--- config.mk ---
export PLATFORM = sky130hd
export DESIGN_NAME = brcond_eval
export DESIGN_NICKNAME = d
export VERILOG_FILES = /design/src/rtl/brcond_pkg.sv /design/src/rtl/brcond_flagtest.sv /design/src/rtl/brcond_countctl.sv /design/src/rtl/brcond_target.sv /design/src/rtl/brcond_eval.sv
export SDC_FILE = /design/constraint.sdc
export NUM_CORES = 1
export LEC_CHECK = 0
export BUFFER_PORTS_ARGS = -buffer_cell sky130_fd_sc_hd__buf_4
export CORE_ASPECT_RATIO = 0.5
export CORE_MARGIN = 5
export CORE_UTILIZATION = 35
export DETAILED_ROUTE_END_ITERATION = 7
export GPL_TIMING_DRIVEN = 0
export SETUP_SLACK_MARGIN = 0.15
export SYNTH_ARGS = -nofsm -noshare
export SYNTH_HDL_FRONTEND = slang
export SYNTH_SLANG_ARGS = --single-unit
--- constraint.sdc ---
create_clock -name clk -period 6.28 [get_ports clk]
set_input_delay 1.256 -clock clk [delete_from_list [all_inputs] [get_ports clk]]
set_output_delay 1.256 -clock clk [all_outputs]
set_load 0.1 [all_outputs]
--- src/rtl/brcond_pkg.sv ---
package brcond_pkg;

  typedef enum logic [2:0] {
    OPC_COND   = 3'd0,
    OPC_CNTZ   = 3'd1,
    OPC_LOOP   = 3'd2,
    OPC_LOOPZ  = 3'd3,
    OPC_LOOPNZ = 3'd4
  } brc_op_e;

  typedef enum logic [2:0] {
    BASE_OVF   = 3'd0,
    BASE_CARRY = 3'd1,
    BASE_ZERO  = 3'd2,
    BASE_CZ    = 3'd3,
    BASE_SIGN  = 3'd4,
    BASE_PAR   = 3'd5,
    BASE_LT    = 3'd6,
    BASE_LE    = 3'd7
  } brc_base_e;

  typedef struct packed {
    logic cf;
    logic zf;
    logic sf;
    logic of;
    logic pf;
  } brc_flags_t;

  // Positive form of each base test, before the inversion bit.
  function automatic logic brc_base_hit(input logic [2:0] base, input brc_flags_t f);
    logic hit;
    case (brc_base_e'(base))
      BASE_OVF:   hit = f.of;
      BASE_CARRY: hit = f.cf;
      BASE_ZERO:  hit = f.zf;
      BASE_CZ:    hit = f.cf | f.zf;
      BASE_SIGN:  hit = f.sf;
      BASE_PAR:   hit = f.pf;
      BASE_LT:    hit = f.sf ^ f.of;
      default:    hit = (f.sf ^ f.of) | f.zf;
    endcase
    return hit;
  endfunction

endpackage

--- src/rtl/brcond_flagtest.sv ---
module brcond_flagtest
  import brcond_pkg::*;
#(
  parameter int SEL_W = 4
) (
  input  logic [SEL_W-1:0] sel,
  input  brc_flags_t       flags,
  output logic             cond_met
);
  localparam int BASE_W = SEL_W - 1;

  logic [BASE_W-1:0] base;
  logic              base_hit;

  assign base     = sel[SEL_W-1:1];
  assign base_hit = brc_base_hit(base, flags);
  assign cond_met = base_hit ^ sel[0];
endmodule

--- src/rtl/brcond_countctl.sv ---
module brcond_countctl
  import brcond_pkg::*;
#(
  parameter int CNT_W = 16
) (
  input  logic [2:0]       op_class,
  input  logic             cond_met,
  input  logic             zf,
  input  logic [CNT_W-1:0] cnt_in,
  output logic             go,
  output logic [CNT_W-1:0] cnt_next,
  output logic             cnt_in_zero,
  output logic             dec_nonzero
);
  localparam logic [CNT_W-1:0] ONE = CNT_W'(1);

  logic [CNT_W-1:0] cnt_dec;

  assign cnt_dec     = cnt_in - ONE;
  assign cnt_in_zero = (cnt_in == '0);
  assign dec_nonzero = (cnt_dec != '0);

  always_comb begin
    go       = 1'b0;
    cnt_next = cnt_in;
    case (op_class)
      OPC_COND:   go = cond_met;
      OPC_CNTZ:   go = cnt_in_zero;
      OPC_LOOP:   begin cnt_next = cnt_dec; go = dec_nonzero;        end
      OPC_LOOPZ:  begin cnt_next = cnt_dec; go = dec_nonzero & zf;   end
      OPC_LOOPNZ: begin cnt_next = cnt_dec; go = dec_nonzero & ~zf;  end
      default:    go = 1'b0;
    endcase
  end
endmodule

--- src/rtl/brcond_target.sv ---
module brcond_target #(
  parameter int IP_W   = 16,
  parameter int DISP_W = 8
) (
  input  logic [IP_W-1:0]   ip_cur,
  input  logic [DISP_W-1:0] disp,
  input  logic              go,
  output logic [IP_W-1:0]   ip_new
);
  localparam int EXT_W = IP_W - DISP_W;

  function automatic logic [IP_W-1:0] rel_target(input logic [IP_W-1:0] ip,
                                                 input logic [DISP_W-1:0] d);
    return ip + {{EXT_W{d[DISP_W-1]}}, d};
  endfunction

  assign ip_new = go ? rel_target(ip_cur, disp) : ip_cur;
endmodule

--- src/rtl/brcond_eval.sv ---
module brcond_eval
  import brcond_pkg::*;
#(
  parameter int IP_W   = 16,
  parameter int CNT_W  = 16,
  parameter int DISP_W = 8,
  parameter int SEL_W  = 4
) (
  input  logic              clk,
  input  logic              rst_n,
  input  logic              req_valid,
  input  logic [2:0]        op_class,
  input  logic [SEL_W-1:0]  cond_sel,
  input  logic              flag_cf,
  input  logic              flag_zf,
  input  logic              flag_sf,
  input  logic              flag_of,
  input  logic              flag_pf,
  input  logic [CNT_W-1:0]  cnt_in,
  input  logic [IP_W-1:0]   ip_in,
  input  logic [DISP_W-1:0] disp,
  output logic              res_valid,
  output logic              taken,
  output logic [IP_W-1:0]   next_ip,
  output logic [CNT_W-1:0]  cnt_out
);
  brc_flags_t       flags;
  logic             cond_met;
  logic             go;
  logic [CNT_W-1:0] cnt_next;
  logic [IP_W-1:0]  ip_new;
  logic             cnt_in_zero;
  logic             dec_nonzero;
  logic             is_loop_class;
  logic             is_reserved;

  assign flags         = '{cf: flag_cf, zf: flag_zf, sf: flag_sf, of: flag_of, pf: flag_pf};
  assign is_loop_class = (op_class == OPC_LOOP) || (op_class == OPC_LOOPZ) ||
                         (op_class == OPC_LOOPNZ);
  assign is_reserved   = (op_class > OPC_LOOPNZ);

  brcond_flagtest #(.SEL_W(SEL_W)) u_flagtest (
    .sel      (cond_sel),
    .flags    (flags),
    .cond_met (cond_met)
  );

  brcond_countctl #(.CNT_W(CNT_W)) u_countctl (
    .op_class    (op_class),
    .cond_met    (cond_met),
    .zf          (flag_zf),
    .cnt_in      (cnt_in),
    .go          (go),
    .cnt_next    (cnt_next),
    .cnt_in_zero (cnt_in_zero),
    .dec_nonzero (dec_nonzero)
  );

  brcond_target #(.IP_W(IP_W), .DISP_W(DISP_W)) u_target (
    .ip_cur (ip_in),
    .disp   (disp),
    .go     (go),
    .ip_new (ip_new)
  );

  always_ff @(posedge clk) begin
    if (!rst_n) begin
      res_valid <= 1'b0;
      taken     <= 1'b0;
      next_ip   <= '0;
      cnt_out   <= '0;
    end else begin
      res_valid <= req_valid;
      if (req_valid) begin
        taken   <= go;
        next_ip <= ip_new;
        cnt_out <= cnt_next;
      end
    end
  end

  // Assertions
  assert_valid_pulse_R9: assert property (@(posedge clk) disable iff (!rst_n)
    req_valid |=> res_valid);
  assert_valid_drop_R9: assert property (@(posedge clk) disable iff (!rst_n)
    !req_valid |=> !res_valid);
  assert_hold_R9: assert property (@(posedge clk) disable iff (!rst_n)
    !req_valid |=> ($stable(taken) && $stable(next_ip) && $stable(cnt_out)));
  assert_cntz_count_R5: assert property (@(posedge clk) disable iff (!rst_n)
    (req_valid && op_class == OPC_CNTZ) |=> (cnt_out == $past(cnt_in)));
  assert_cntz_taken_R5: assert property (@(posedge clk) disable iff (!rst_n)
    (req_valid && op_class == OPC_CNTZ) |=> (taken == $past(cnt_in_zero)));
  assert_loop_dec_R6: assert property (@(posedge clk) disable iff (!rst_n)
    (req_valid && is_loop_class) |=> (cnt_out == $past(cnt_in) - CNT_W'(1)));
  assert_loop_zero_R6: assert property (@(posedge clk) disable iff (!rst_n)
    (req_valid && is_loop_class && !dec_nonzero) |=> !taken);
  assert_nottaken_ip_R8: assert property (@(posedge clk) disable iff (!rst_n)
    req_valid |=> (taken || next_ip == $past(ip_in)));
  assert_reserved_R11: assert property (@(posedge clk) disable iff (!rst_n)
    (req_valid && is_reserved) |=> (!taken && cnt_out == $past(cnt_in)));
endmodule

Word-level counts from Yosys, hierarchy flattened
Cells that the tools add are included.
- word-level logic and storage cells: 32
- bits in writable memories: 0
- input port bits: 55
- memories kept: 0
- bits in read-only memories: 0
- flip-flop bits (word level): 34
- bits in latches: 0
- output and inout port bits: 34
- magnitude comparators: 0
- bitwise operators: 7
- equal/unequal tests: 10
- shifts and indexed selects: 0
- divide/modulo/power cells: 0
- mux-type cells: 4
- $mul: 0
- reduce and logical (&&, ||, !) cells: 5
- add/sub/neg operators: 2
- operator list (kind ; number):
    $mux 16 ; 2
    $add 16x16->16 ; 1
    $logic_not 16->1 ; 1
    $reduce_bool 16->1 ; 1
    $sub 16x1->16 const B ; 1
    $eq 3x2->1 const B ; 4
    $eq 3x3->1 const B ; 4
    $pmux 1 s7 ; 1
    $eq 3x1->1 const B ; 2
    $logic_not 3->1 ; 2
    $pmux 1 s5 ; 1
    $reduce_or 3->1 ; 1
    $and 1x1->1 ; 2
    $or 1x1->1 ; 2
    $xor 1x1->1 ; 2
    $not 1->1 ; 1

Logic depth before layout (Yosys ltp)
- depth after elaboration: 6
- mapped depth: 11

Modules after synthesis
A second synthesis with hierarchy kept.
- cells, all modules: 340
- area, all modules: 2964.1 um^2
- by module, submodules not included (module ; seq. area each (um^2) ; times used ; area an instance (um^2) ; cells an instance):
    brcond_eval ; 680.7 ; 1 ; 1306.3 ; 108
    brcond_target ; 0.0 ; 1 ; 985.9 ; 133
    brcond_countctl ; 0.0 ; 1 ; 590.6 ; 87
    brcond_flagtest ; 0.0 ; 1 ; 81.3 ; 12

Worst setup path before layout
No wires, ideal clock.
- kind: input -> register
- from: input port cnt_in[0]
- to: register next_ip[15]
- setup slack: 2.831 ns
- cell stages on the path: 10
- arrival: 3.321 ns
- required time: 6.153 ns
- cell sequence: inv_1 -> ha_1 -> nor3b_1 -> nand2_1 -> o31ai_1 -> a22oi_1 -> nor4_2 -> a21oi_1 -> o21ai_1 -> or3b_1
- cells in the longest elaborated chain, start to end: 5
- elaborated cells between the ends (all ways): 7
- those cells by class: add/sub: 1; mux: 2; bitwise: 2; reduce/logical: 2
- RTL lines (item ; line ; RTL):
    start, declared ; brcond_eval.sv:19 ; input logic [CNT_W-1:0] cnt_in,
    $sub 16x1->16 ; brcond_countctl.sv:19 ; assign cnt_dec = cnt_in - ONE;
    $reduce_bool 16->1 ; brcond_countctl.sv:21 ; assign dec_nonzero = (cnt_dec != '0);
    $and 1x1->1 (on tied branches) ; brcond_countctl.sv:31, brcond_countctl.sv:30 ;
    $pmux 1 s5 (*) ; brcond_countctl.sv:26 ; case (op_class)
    $mux 16 (*) ; brcond_target.sv:17 ; assign ip_new = go ? rel_target(ip_cur, disp) : ip_cur;
    end signal, assigned ; brcond_eval.sv:76 ; next_ip <= ip_new;
    end, declared ; brcond_eval.sv:24 ; output logic [IP_W-1:0] next_ip,
Mark *: on every way between the ends. The rest lies on a longest branch, timed or not.
A chain may end at the register's enable or synchronous reset.

Final worst setup path
- from: input port cnt_in[0]
- to: register next_ip[12]
The elaborated chain is that of the path after synthesis.

==> results.md <==
* Post-Syn Instances at 352
* Post-Syn Area at 2680 um2
* Post-synth EDFFs at 0
* Fin crit period at 3.98 ns
* Tightest Pin Transition at approximately 0.67 ns
* Crit start category: input port
* Hold Vio Cnt, Final at 0
* Critical path class: input port to register
* Worst-Skew Late Latency at 0.28 ns
* Clk pin slew, worst setup/hold paths at approximately 0.060 ns
* Die area at just under 10000 um2
* Slew Limit Fails at 0
* IO Port Bufs at 82
* Post-synth top cells: nor2_1, o21ai_0, dfxtp_1, a21oi_1, nand3_1
* Ant diodes at 0
* Yosys warning count at 0
* Worst path cell trace: buf_4 -> inv_1 -> ha_1 -> nor3b_1 -> nand2_1 -> nor2_1 -> nand3_1 -> a211oi_1 -> clkbuf_1 -> o21ai_0 -> a311oi_1
* Worst EP required at 6.48 ns
* Hold_sp: cnt_out[2]
* PostCTS Resize Cnt at 0
* Core area at 7380 um2
* Register area share after synthesis at 25.4%
* Adder-Cell Fraction of Synth Area at under 10%
* DRC at 0
* Fin Clk Skew at 0 ns
* Multiplexer share of the synthesized area at 1.17%
* # nets final at 514
* Detail Route Antenna Nets at 0
* Synth Area in XOR/XNOR at 9.15%
* Initial antenna violation count at 0
* Top delay family on crit path: compound AO/OA/AOI/OAI gates
* Share of layout cells above drive strength 1 at 22.9%
* Critical Path Start: cnt_in[0]
* Max transition margin at between 50% and 60%
* Root Driver: clkbuf_16
* Status: completed
* Die width at 134 um
* Via density at 5.39
* Synth Area in Compound Gates at 28.4%
* Most numerous cell in the Yosys netlist: nor2_1
* Avg Cell Area, Syn at approximately 7.6 um2
* Count of cell types in the netlist at between 50 and 60
* Cts-stage hold buffer count at 0
* Final period util at 63.4%
* Leakage power total at 1.50 nW
* Synth Flop Type: dfxtp_1
* Setup bufs post-CTS at 0
* DRT iter0 DRCs at between 150 and 200
* Avg WL per Cell at 15.6 um
* Setup TNS at 0 ns
* Synth top area cells: dfxtp_1, ha_1, o21ai_0, nor2_1, xnor2_1
* Largest family of logic cells by synthesized area: compound AO/OA/AOI/OAI gates
* Num CTS Buffers at 5
* Synth area leader: dfxtp_1
* RR Startpoint: next_ip[15]
* CP max stage cell: a211oi_1
* Gpl congestion at 0.901
* Gr ovfl total at 0
* CTS HTree Levels at 2
* HPWL reported at the end of detailed placement at 6450 um
* VDD IR max at 0.104 mV
* Synth-to-layout area growth at 34.7%
* Max-cap violations at 0
* Vias at 2898
* Fmax at between 0.2 and 0.3 GHz
* Critical Path Max Stage Delay at between 0.5 and 0.6 ns
* CP bufs+invs at 3
* Global-route usage over all layers at 17.5%
* Top-area cell type share of the netlist area at 25.4%
* Filler Cell Count at 771
* Post-Synth Simple-Gate Area at 21.9%
* Post-Synthesis Net Count at between 400 and 500
* Clock Path Buffers at 2
* Starting Density at a little over a third
* Critical path peak fanout at 10
* First-pass GRT wire length at 13700 um
* Final core utilization at 48.9%
* Die H at 71.9 um
* Final setup viols at 0
* Post-synth ARST share at 0%
* Setup crit end kind: register
* Num rows at 22
* Drt pass-1 iters at 4
* Clock sink count at 34
* Io pins at between 80 and 90
* Vias in the first global route at 2717
* Largest net degree at the start of global routing at 13
* Worst EP arrival at 4.18 ns
* RSZ-0062 raised after global routing: no
* CTS tree: yes
* Worst hold-check path type: register to register
* PD cells at 250 nW/um2
* Wirelength, routed at 8410 um
* Synth Register Bits at 34
-- tightest hold or removal path: stages (launching register included) --
cell	delay, ns
dfxtp_1	0.31
nor2_1	0.08
a211oi_1	0.05
-- cells by family after synthesis --
kind of cell | count (synthesis)
compound gates | 120
xor+xnor | 28
fa+ha+maj | 18
buf+inv | 33
flops | 34
mux | 3
simple gates | 116
-- final timing paths --
| path | depth (start not counted) | end | slack, ns |
|---|---|---|---|
| max | 11 | next_ip[12] | 2.30 |
| max reg2reg | 3 | next_ip[15] | 5.30 |
| min | 2 | cnt_out[2] | 0.49 |
| min reg2reg | 2 | cnt_out[2] | 0.49 |
-- through the flow --
stage	total power [W]	instance area (um2)	cells	worst slack, ns	hold WS (ns)
2_1_floorplan	0.000486	2680	352	2.83	0.921
3_3_place_gp	0.000578	3420	530	2.01	0.478
3_5_place_dp	0.000577	3420	530	2.07	0.480
4_1_cts	0.000911	3610	538	2.33	0.489
5_1_grt	0.000946	3610	538	2.05	0.500
6_report	0.000902	3610	538	2.30	0.487
-- flip-flops by register name, indices dropped and copies added (netlist names) --
name,flops
cnt_out,16
res_valid,1
taken,1
next_ip,16
-- layout by cell type (no fill, tap or decap), drive strengths merged, types with 6 or more instances in the layout --
cell type  instances
dfxtp             34
a211oi            17
nor4               6
a21oi             22
nand3             19
buf               86
xnor2             16
inv               12
a31oi              9
o21ai             39
nor2              41
xor2              12
nand2             14
clkbuf            21
nor2b              7
nor3               9
a311oi             6
ha                17
-- power by group --
part | leakage [nW] | switching (W) | internal, W
Clock | 0.0940 | 0.000101 | 0.000228
Combinational | 1.13 | 0.000229 | 0.000102
Sequential | 0.283 | 0.00000890 | 0.000233
Total | 1.50 | 0.000339 | 0.000563
-- layer usage --
layer | global-route usage (%) | part of all wire [%] | up-vias
met3 | 3.67 | 4.9 | 5
met5 | 0 | 0 | -
met1 | 23.9 | 47 | 1349
met4 | 3.88 | 0.67 | 0
li1 | - | - | 1494
met2 | 28.8 | 47 | 50
-- area by class of cell --
cell class	count	area (um2)	share of cell area, %
clock inverter	3	68.8	1.91
multi-input combinational	285	1860	51.5
buffer	20	93.8	2.60
timing repair buffer	82	616	17.0
inverter	13	48.8	1.35
clock buffer	5	125	3.47
tap	96	120	3.33
sequential	34	681	18.8
No activity file was read; power rests on OpenSTA's default activity.
